$ cat src/rtl/timer_bank.sv
module timer_bank #(
  parameter int CW = 16,
  parameter int NC = 3,
  parameter int NO = 3,
  parameter int AW = 4
) (
  input  logic            clk,
  input  logic            rst,
  input  logic            wr_en,
  input  logic [AW-1:0]   addr,
  input  logic [CW-1:0]   wdata,
  output logic [CW-1:0]   rdata,
  output logic            pre_tick,
  output logic            spi_clk_en,
  output logic [NC+NO-1:0] sec_tick,
  output logic            irq
);
  localparam int NS = NC + NO;
  localparam logic [AW-1:0] A_PRE  = AW'(0);
  localparam logic [AW-1:0] A_SPI  = AW'(1);
  localparam logic [AW-1:0] A_PEND = AW'(2 + NS);
  localparam logic [AW-1:0] A_IEN  = AW'(3 + NS);

  logic [CW-1:0] pre_div, pre_cnt, spi_div, spi_cnt;
  logic [CW-1:0] sdiv [NS];
  logic [CW-1:0] scnt [NS];
  logic [NS-1:0] run, pend, ien, clr;

  always_ff @(posedge clk) begin
    if (rst) begin
      pre_div <= '0;
      pre_cnt <= '0;
    end else if (wr_en && addr == A_PRE) begin
      pre_div <= wdata;
      pre_cnt <= wdata;
    end else begin
      pre_cnt <= (pre_cnt == '0) ? pre_div : pre_cnt - 1'b1;
    end
  end

  always_ff @(posedge clk) begin
    if (rst) begin
      spi_div <= '0;
      spi_cnt <= '0;
    end else if (wr_en && addr == A_SPI) begin
      spi_div <= wdata;
      spi_cnt <= wdata;
    end else begin
      spi_cnt <= (spi_cnt == '0) ? spi_div : spi_cnt - 1'b1;
    end
  end

  assign pre_tick   = !rst && pre_cnt == '0;
  assign spi_clk_en = !rst && spi_cnt == '0;

  for (genvar j = 0; j < NS; j++) begin : g_sec
    localparam logic [AW-1:0] MY_A = AW'(2 + j);
    logic hit;
    assign hit = wr_en && addr == MY_A;
    assign sec_tick[j] = pre_tick && run[j] && scnt[j] == '0;

    always_ff @(posedge clk) begin
      if (rst) begin
        sdiv[j] <= '0;
        scnt[j] <= '0;
      end else if (hit) begin
        sdiv[j] <= wdata;
        scnt[j] <= wdata;
      end else if (pre_tick && run[j]) begin
        scnt[j] <= (scnt[j] == '0) ? sdiv[j] : scnt[j] - 1'b1;
      end
    end

    if (j < NC) begin : g_cont
      assign run[j] = 1'b1;
    end else begin : g_once
      always_ff @(posedge clk) begin
        if (rst)              run[j] <= 1'b0;
        else if (hit)         run[j] <= 1'b1;
        else if (sec_tick[j]) run[j] <= 1'b0;
      end
    end
  end

  assign clr = (wr_en && addr == A_PEND) ? wdata[NS-1:0] : '0;

  always_ff @(posedge clk) begin
    if (rst) begin
      pend <= '0;
      ien  <= '0;
    end else begin
      pend <= (pend & ~clr) | sec_tick;
      if (wr_en && addr == A_IEN) ien <= wdata[NS-1:0];
    end
  end

  assign irq = |(pend & ien);

  always_comb begin
    rdata = '0;
    if (addr == A_PRE)  rdata = pre_div;
    if (addr == A_SPI)  rdata = spi_div;
    if (addr == A_PEND) rdata = CW'(pend);
    if (addr == A_IEN)  rdata = CW'(ien);
    for (int j = 0; j < NS; j++)
      if (addr == AW'(2 + j)) rdata = sdiv[j];
  end
endmodule

$ cat config.mk
export PLATFORM = sky130hd
export DESIGN_NAME = timer_bank
export DESIGN_NICKNAME = d
export VERILOG_FILES = /design/src/rtl/timer_bank.sv
export SDC_FILE = /design/constraint.sdc
export NUM_CORES = 1
export LEC_CHECK = 0
export CAP_MARGIN = 20
export CORE_ASPECT_RATIO = 0.9
export CORE_MARGIN = 2
export CORE_UTILIZATION = 45
export DETAILED_ROUTE_END_ITERATION = 12
export PLACE_DENSITY = 0.72
export SYNTH_ARGS = -nofsm -noshare
export SYNTH_HDL_FRONTEND = slang
export SYNTH_SLANG_ARGS = --single-unit
$ cat constraint.sdc
create_clock -name clk -period 8.3 [get_ports clk]
set_clock_uncertainty 0.15 [all_clocks]
set_input_delay 2.075 -clock clk [delete_from_list [all_inputs] [get_ports clk]]
set_output_delay 2.075 -clock clk [all_outputs]
set_load 0.02 [all_outputs]
### Word level (Yosys, flattened, before mapping)

Memories as Yosys holds them, arrays and structs flattened.
Index checks and enable logic that the tools add are counted.

* $add $sub $neg: 8
* eq/ne operators: 9
* multiplexer cells: 87
* bitwise operators: 22
* reductions and logical operators: 35

Operator list (count)
* 2-to-1 mux 16 bit: 38
* zero test 16 bit: 8
* subtractor 16 x 1 -> 16 bit, second input constant: 8
* 2-to-1 mux 1 bit: 48
* logical AND 1 bit: 21
* OR 1 bit: 18
* equality test 4 x 3 -> 1 bit, second input constant: 4
* AND 6 bit: 2
* equality test 4 x 2 -> 1 bit, second input constant: 2
* equality test 4 bit, second input constant: 2
* 2-to-1 mux 6 bit: 1
* NOT 6 bit: 1
* OR 6 bit: 1
* nonzero test 2 bit: 3
* OR reduction 6 bit: 1
* equality test 4 x 1 -> 1 bit, second input constant: 1
* zero test 4 bit: 1
* zero test 1 bit: 1

* register bits: 79
* bits in writable memories: 192
* input port bits: 23
* word-level logic and storage cells: 172
* memories: 2

Memories
* scnt: words 6, bits a word 16, rd ports 6, clocked after Yosys merged registers in 0, wr ports 6, line 26 `logic [CW-1:0] scnt [NS];`
* sdiv: words 6, bits a word 16, rd ports 6, clocked after Yosys merged registers in 0, wr ports 6, line 25 `logic [CW-1:0] sdiv [NS];`

### Logic depth before layout (Yosys ltp)

Gate-level depths: netlist of the first run.

* depth in word-level cells: 11
* depth in mapped cells: 11

### Worst setup path after synthesis of the first run

No wires, ideal clock.

* path type: input-to-output
* start: in addr[0]
* end: out rdata[15]
* data arrival time: 3.691 ns
* path slack: 2.384 ns
* stages: 5
* path through: buf_1 -> buf_1 -> mux4_2 -> mux2i_1 -> nor2_1

* cells in the longest elaborated chain, start to end: 11
* elaborated cells on any way between the ends: 20
* classes of those cells: eq/ne: 9; mux: 10; reduce/logical: 1

Ends and longest elaborated chain
* from (decl): line 10 `input logic [AW-1:0] addr,`
* zero test 4 bit: line 101 `if (addr == A_PRE) rdata = pre_div;`
* 2-to-1 mux 16 bit: line 101
* 2-to-1 mux 16 bit: line 102 `if (addr == A_SPI) rdata = spi_div;`
* 2-to-1 mux 16 bit: line 103 `if (addr == A_PEND) rdata = CW'(pend);`
* 2-to-1 mux 16 bit: line 104 `if (addr == A_IEN) rdata = CW'(ien);`
* 2-to-1 mux 16 bit (5 in series): line 106 `if (addr == AW'(2 + j)) rdata = sdiv[j];`
* 2-to-1 mux 16 bit (*): line 106
* to (decl): line 12 `output logic [CW-1:0] rdata,`

Mark *: on every way between the ends. The rest lies on a longest branch, timed or not.

### Final worst setup path of the first run

* start: in addr[2]
* end: out rdata[5]

Same word-level chain as after synthesis.

==> results of run 1 <==
==> cells in the mapped netlist (22+ instances only) <==
cell        n  area [um2]
o31ai_1    33       247.7
nor4_1     33       206.5
inv_1      54       202.7
dfxtp_1    79        1582
nand2b_1   25       156.4
xnor2_1    43       376.6
a21oi_1    84       420.4
nor2_1    120       450.4
and2_1     71       444.2
clkbuf_1   74       277.8
nand3_1    22       110.1
o21ai_0    59       295.3
mux2i_1    41       410.4
nand2_1   177       664.4
o21bai_1   56       420.4
edfxtp_1  192        5766
nor3_1     48       240.2
xor2_1     29       254.0
==> per-stage QoR <==
stage | worst slack, ps | power, mW
floorplan | 2384 | 2.549
global placement | 1251 | 2.821
detailed placement | 1194 | 2.849
CTS | 1185 | 4.064
global route | 1049 | 4.257
finish | 1141 | 4.078
==> cells in the final DEF, fill, tap and decap left out, types with 10 or more instances in the layout <==
cell	count
o211ai_1	16
nor2_1	120
edfxtp_1	192
xnor2_1	43
and2_1	71
a22oi_1	13
buf_4	17
or2_2	10
mux2i_1	41
o22ai_1	10
dfxtp_1	79
ha_1	11
o21ai_0	59
mux4_2	16
xor2_1	29
or3_1	12
inv_1	54
a21oi_1	84
nand2_1	177
nor3_1	47
clkbuf_16	30
clkdlybuf4s50_1	44
o21bai_1	56
o31ai_1	33
nand2b_1	25
nand3_1	22
nor4_1	32
o221ai_1	13
or4_1	19
==> registers in the layout, summed over array words and instances (netlist names) <==
name and flops:
scnt 96, sdiv 96, pre_cnt 16, pre_div 16
spi_cnt 16, spi_div 16, ien 6, pend 6
run 3
==> worst reg2reg max path: cells and delay by family, from the launching register on <==
| family | cells | cell delay (ps) |
|---|---|---|
| flops | 1 | 330 |
| fa+ha+maj | 1 | 180 |
| simple gates | 5 | 2100 |
| buf+inv | 2 | 480 |
==> worst min path at each step <==
stage	endpoint	slack (ps)	cells past startpoint
3_5_place_dp	pre_div[0]$_SDFFE_PP0P_	320	2
3_3_place_gp	pre_div[0]$_SDFFE_PP0P_	310	2
4_1_cts	pre_div[0]$_SDFFE_PP0P_	330	2
2_1_floorplan	spi_div[11]$_SDFFE_PP0P_	290	2
6_report	pre_div[0]$_SDFFE_PP0P_	330	2
5_1_grt	pre_div[0]$_SDFFE_PP0P_	350	2
==> area by class of cell <==
class / instances / area (um2) / share of cell area [%]
tap: 422 / 528.0 / 3.172
multi-input combinational: 1103 / 7061 / 42.42
clock inverter: 10 / 50.05 / 0.3007
clock buffer: 42 / 814.5 / 4.894
antenna: 2 / 5.005 / 0.03007
sequential: 271 / 7347 / 44.14
timing repair buffer: 67 / 633.1 / 3.804
inverter: 55 / 206.4 / 1.240
==> cell families after synthesis <==
family,synth area share [%]
flops,49.07
fa+ha+maj,0.9192
buf+inv,3.852
compound gates,15.99
xor+xnor,4.212
simple gates,20.14
mux,5.824
==> power breakdown <==
part / leakage (nW) / internal, mW / switching [mW] / total [mW]
registers: 2.56 / 1.63 / 0.182 / 1.81
clock network: 0.431 / 0.678 / 0.552 / 1.23
logic: 3.09 / 0.421 / 0.616 / 1.04
total: 6.08 / 2.73 / 1.35 / 4.08
==> metal layers <==
| layer | vias up | global-route usage [%] | wire (um) | part of all wire, % |
|---|---|---|---|---|
| met1 | 5999 | 39.49 | 20840 | 44 |
| met5 | - | 0 | 0 | 0 |
| met3 | 72 | 5.183 | 4933 | 10 |
| li1 | 5615 | - | - | - |
| met2 | 580 | 41.31 | 20330 | 43 |
| met4 | 0 | 7.449 | 1356 | 2.9 |
==> impl_metrics.csv, run 1 <==
group,metric,value,unit
cts,clockBufferDepth,3,
cts,path_clk_slew,60,ps
cts,postCtsResizedCells,0,
power_and_ir_drop,max-vdd-ir-drop,0.1751,mV
place,routabilityCongestion,0.9590,
critical_path,crit_type,"in -> out",
synthesis,ys.flop_type,"edfxtp_1",
synthesis,syn-num-nets,1554,
timing,finalMaxSlewViolations,0,
cts,clock-sinks,271,
critical_path,cp.depth,7,
place,placed_area,0.01573,mm2
synthesis,postSynthAreaPerCell,9.851,um2
die,rows,63,
critical_path,worstPathCellList,"clkdlybuf4s50_1, nor2b_1, a21oi_1, o21ai_0, a21oi_1, o22ai_1, clkdlybuf4s50_1",
timing,worst_hold_slack,331.8,ps
cts,clock_latency,570,ps
timing,tightest_slew,1080,ps
place,dp_hpwl,33220,um
timing,fmax,139.7,MHz
critical_path,rr_endpoint,"scnt[5][9]$_DFFE_PP_",
min_path,hp-start,"pre_div[0]$_SDFFE_PP0P_",
timing,grt_setup_unrepaired,"no",
critical_path,critPathMaxStageDelay,880,ps
finish,area_growth,11.16,%
timing,min_period,7159,ps
finish,finalInstanceArea,0.01664,mm2
timing,period_share,86.25,%
job,maxCapViolations,0,
global_route,grt_pass1_vias,11481,
synthesis,synth_enable_flop_cells,192,
synthesis,synth-seq-cells,271,
synthesis,syn_inst,1520,
synthesis,yosysWarningCount,0,
global_route,grt_first_pass_wirelength,70850,um
cts,root_buffer,"clkbuf_16",
routing,drtIter0Drc,1534,
routing,drt_drc_violations_left,0,
cts,cts_tree,"done",
global_route,antenna_found_initial,4,
critical_path,critPathCapture,"rdata[5]",
routing,antenna_left,0,
timing,hold_viol,0,
global_route,track_usage,27.12,%
critical_path,critPathCaptureType,"output pin",
timing,finalSetupViolations,0,
die,initial_core_util,45.55,%
critical_path,critPathTopFamily,"buffers and inverters",
critical_path,crit_path_start_kind,"primary input",
outcome,outcome,"finished clean",
critical_path,critPathBufInv,2,
finish,nFillCells,2930,
critical_path,rr_worst_depth,8,
power_and_ir_drop,leakage,6.084,nW
routing,wire_per_inst,24.07,um
synthesis,synth_area,0.01497,mm2
die,core,0.03287,mm2
timing,relSlewSlack,27.44,%
critical_path,worst_ep_required_time,6080,ps
synthesis,async_flop_share,0,%
routing,vias,12266,
cts,cts_setup_buffers,0,
power_and_ir_drop,pwr_density_cell,245.0,mW/mm2
finish,final_cells,1972,
finish,final_util,50.64,%
critical_path,cp_data_arrival_time,4930,ps
critical_path,crit_path_top_delay_cell,"clkdlybuf4s50_1",
die,dieArea,0.03475,mm2
place,port_buffers,47,
cts,htreeDepth,1,
synthesis,ys_seq_area_share,49.07,%
finish,drive_above_1_share,7.623,%
critical_path,cp-startpoint,"addr[2]",
finish,finalNetCount,1561,
critical_path,reg2reg_from,"pre_cnt[0]$_SDFF_PP0_",
routing,viasPerCell,6.220,
critical_path,path_max_fanout,18,
die,pin_count,48,
min_path,hp-class,"reg -> reg",
place,dp_cells,1914,
die,die-width,196.3,um
global_route,grt_max_degree,76,
cts,hold_buffers,0,
critical_path,rrSetupSlack,4690,ps
die,die_h,177.1,um
routing,routed_wirelength,47460,um
timing,tns,0,ps
routing,drt_pass1_iterations,5,
cts,cts_buffers,29,
global_route,grt-ovfl-total,0,
synthesis,ys_types,72,
(Power assumes the default switching activity.)
==> run 2: changes to the inputs <==
--- a/config.mk
+++ b/config.mk
@@ -6,7 +6,6 @@
 export NUM_CORES = 1
 export LEC_CHECK = 0
 export CAP_MARGIN = 20
-export CORE_ASPECT_RATIO = 0.9
 export CORE_MARGIN = 2
 export CORE_UTILIZATION = 45
 export DETAILED_ROUTE_END_ITERATION = 12
==> impl_metrics.csv, run 2 (synthesis results as in run 1) <==
group,metric,value,unit
place,routabilityCongestion,0.9437,
die,die-width,186.4,um
timing,fmax,136.9,MHz
timing,tns,0,ps
timing,grt_setup_unrepaired,"no",
finish,finalNetCount,1561,
global_route,grt_first_pass_wirelength,69350,um
finish,reg_top3,"scnt x96, sdiv x96",
global_route,grt-ovfl-total,0,
cts,htreeDepth,1,
place,port_buffers,47,
finish,layout_common_cells,"edfxtp_1 (192), nand2_1 (177), nor2_1 (119)",
finish,drive_above_1_share,7.757,%
die,dieArea,0.03475,mm2
power_and_ir_drop,max-vdd-ir-drop,0.1776,mV
power_and_ir_drop,switchingPower,1.331,mW
timing,finalSetupViolations,0,
power_and_ir_drop,clockPowerShare,30.5,%
die,die_h,186.4,um
timing,finalMaxSlewViolations,0,
power_and_ir_drop,leakage,6.086,nW
timing,min_period,7303,ps
routing,vias,12231,
timing,relSlewSlack,31.85,%
global_route,antenna_found_initial,2,
routing,viasPerCell,6.149,
finish,area_growth,11.29,%
critical_path,crit_path_start_kind,"primary input",
cts,clock-sinks,271,
cts,clock_latency,560,ps
critical_path,worst_ep_required_time,6080,ps
power_and_ir_drop,seq_power_share,44.1,%
place,dp_hpwl,32460,um
global_route,grt_pass1_vias,11496,
timing,hold_viol,0,
finish,layout.area.seq,0.007347,mm2
cts,hold_buffers,0,
die,initial_core_util,45.90,%
global_route,grt_max_degree,72,
cts,path_clk_slew,60,ps
min_path,hp-class,"reg -> reg",
routing,drtIter0Drc,1064,
power_and_ir_drop,p_sw_share,32.54,%
timing,period_share,87.98,%
power_and_ir_drop,pwr-share-comb,25.4,%
routing,routed_wirelength,46070,um
finish,final_common_cell,"edfxtp_1",
cts,clockBufferDepth,3,
routing,drt_pass1_iterations,5,
cts,cts_setup_buffers,0,
cts,postCtsResizedCells,0,
timing,tightest_slew,1019,ps
power_and_ir_drop,power,4.090,mW
job,maxCapViolations,0,
critical_path,critPathCaptureType,"output pin",
routing,drt_drc_violations_left,0,
cts,root_buffer,"clkbuf_16",
critical_path,crit_type,"in -> out",
power_and_ir_drop,pwr_density_cell,245.4,mW/mm2
die,pin_count,48,
global_route,track_usage,25.87,%
die,core,0.03262,mm2
finish,multiInputGateArea,0.007063,mm2
power_and_ir_drop,p_int,2.759,mW
critical_path,path_max_fanout,15,
cts,cts_tree,"done",
die,rows,66,
finish,nFillCells,2917,
critical_path,cp_data_arrival_time,5080,ps
finish,diodes,0,
outcome,outcome,"finished clean",
routing,antenna_left,0,
cts,cts_buffers,29,
routing,wire_per_inst,23.16,um
-- run 2: cell count changes in the layout (fill, tap and decap cells not counted), sizes merged --
cell    delta
clkinv     +1
clkbuf     -1
bufinv     +1
inv        -2
diode      -2
-- run 2: cell type report --
cell class              count  area share [%]
well taps                 442           3.319
multi-input cells        1103           42.39
inverters                  55           1.239
flip-flops and latches    271           44.09
repair buffers             67           3.649
clock inverters            10          0.4280
clock buffers              41           4.888
-- run 2: per-stage QoR --
stage	worst slack, ps	utilization [%]	instances	instance area, um2	hold WS (ps)
global route	857.0	51.09	1989	16660	343.4
global placement	1104	48.27	1934	15750	306.4
floorplan	2384	-	1520	14970	293.0
CTS	1067	51.00	1986	16640	326.7
detailed placement	1072	48.29	1935	15750	315.6
finish	997.3	51.09	1989	16660	330.9
-- run 2: layer usage --
layer  share of wire [%]  vias up  global-route usage [%]
li1                    -     5625                       -
met1                  42     5978                   36.06
met2                  46      551                   40.90
met3                 9.3       73                   5.567
met4                 2.3        4                   7.015
met5               0.052        -                       0
-- run 2: final timing paths --
kind | startpoint | endpoint | cells after the start | slack, ps
hold reg to reg | pre_div[1]$_SDFFE_PP0P_ | pre_div[1]$_SDFFE_PP0P_ | 2 | 330
hold / removal | pre_div[1]$_SDFFE_PP0P_ | pre_div[1]$_SDFFE_PP0P_ | 2 | 330
setup / recovery | addr[2] | rdata[5] | 8 | 1000
setup reg to reg | pre_cnt[0]$_SDFF_PP0_ | scnt[5][9]$_DFFE_PP_ | 8 | 4690
-- run 2: critical path, cell delays in order --
cell             delay [ps]
clkdlybuf4s50_1         820
buf_4                   290
nor2b_1                 580
a21oi_1                  80
o21ai_0                 190
a21oi_1                  90
o22ai_1                 270
clkdlybuf4s50_1         670
-- run 2: power by group through the flow --
stage / clock [mW] / sequential, mW / combinational, mW
2_1_floorplan: 0 / 1.76 / 0.786
3_3_place_gp: 0 / 1.82 / 1.01
3_5_place_dp: 0 / 1.82 / 1.02
4_1_cts: 1.25 / 1.80 / 1.03
5_1_grt: 1.30 / 1.82 / 1.15
6_report: 1.25 / 1.81 / 1.04
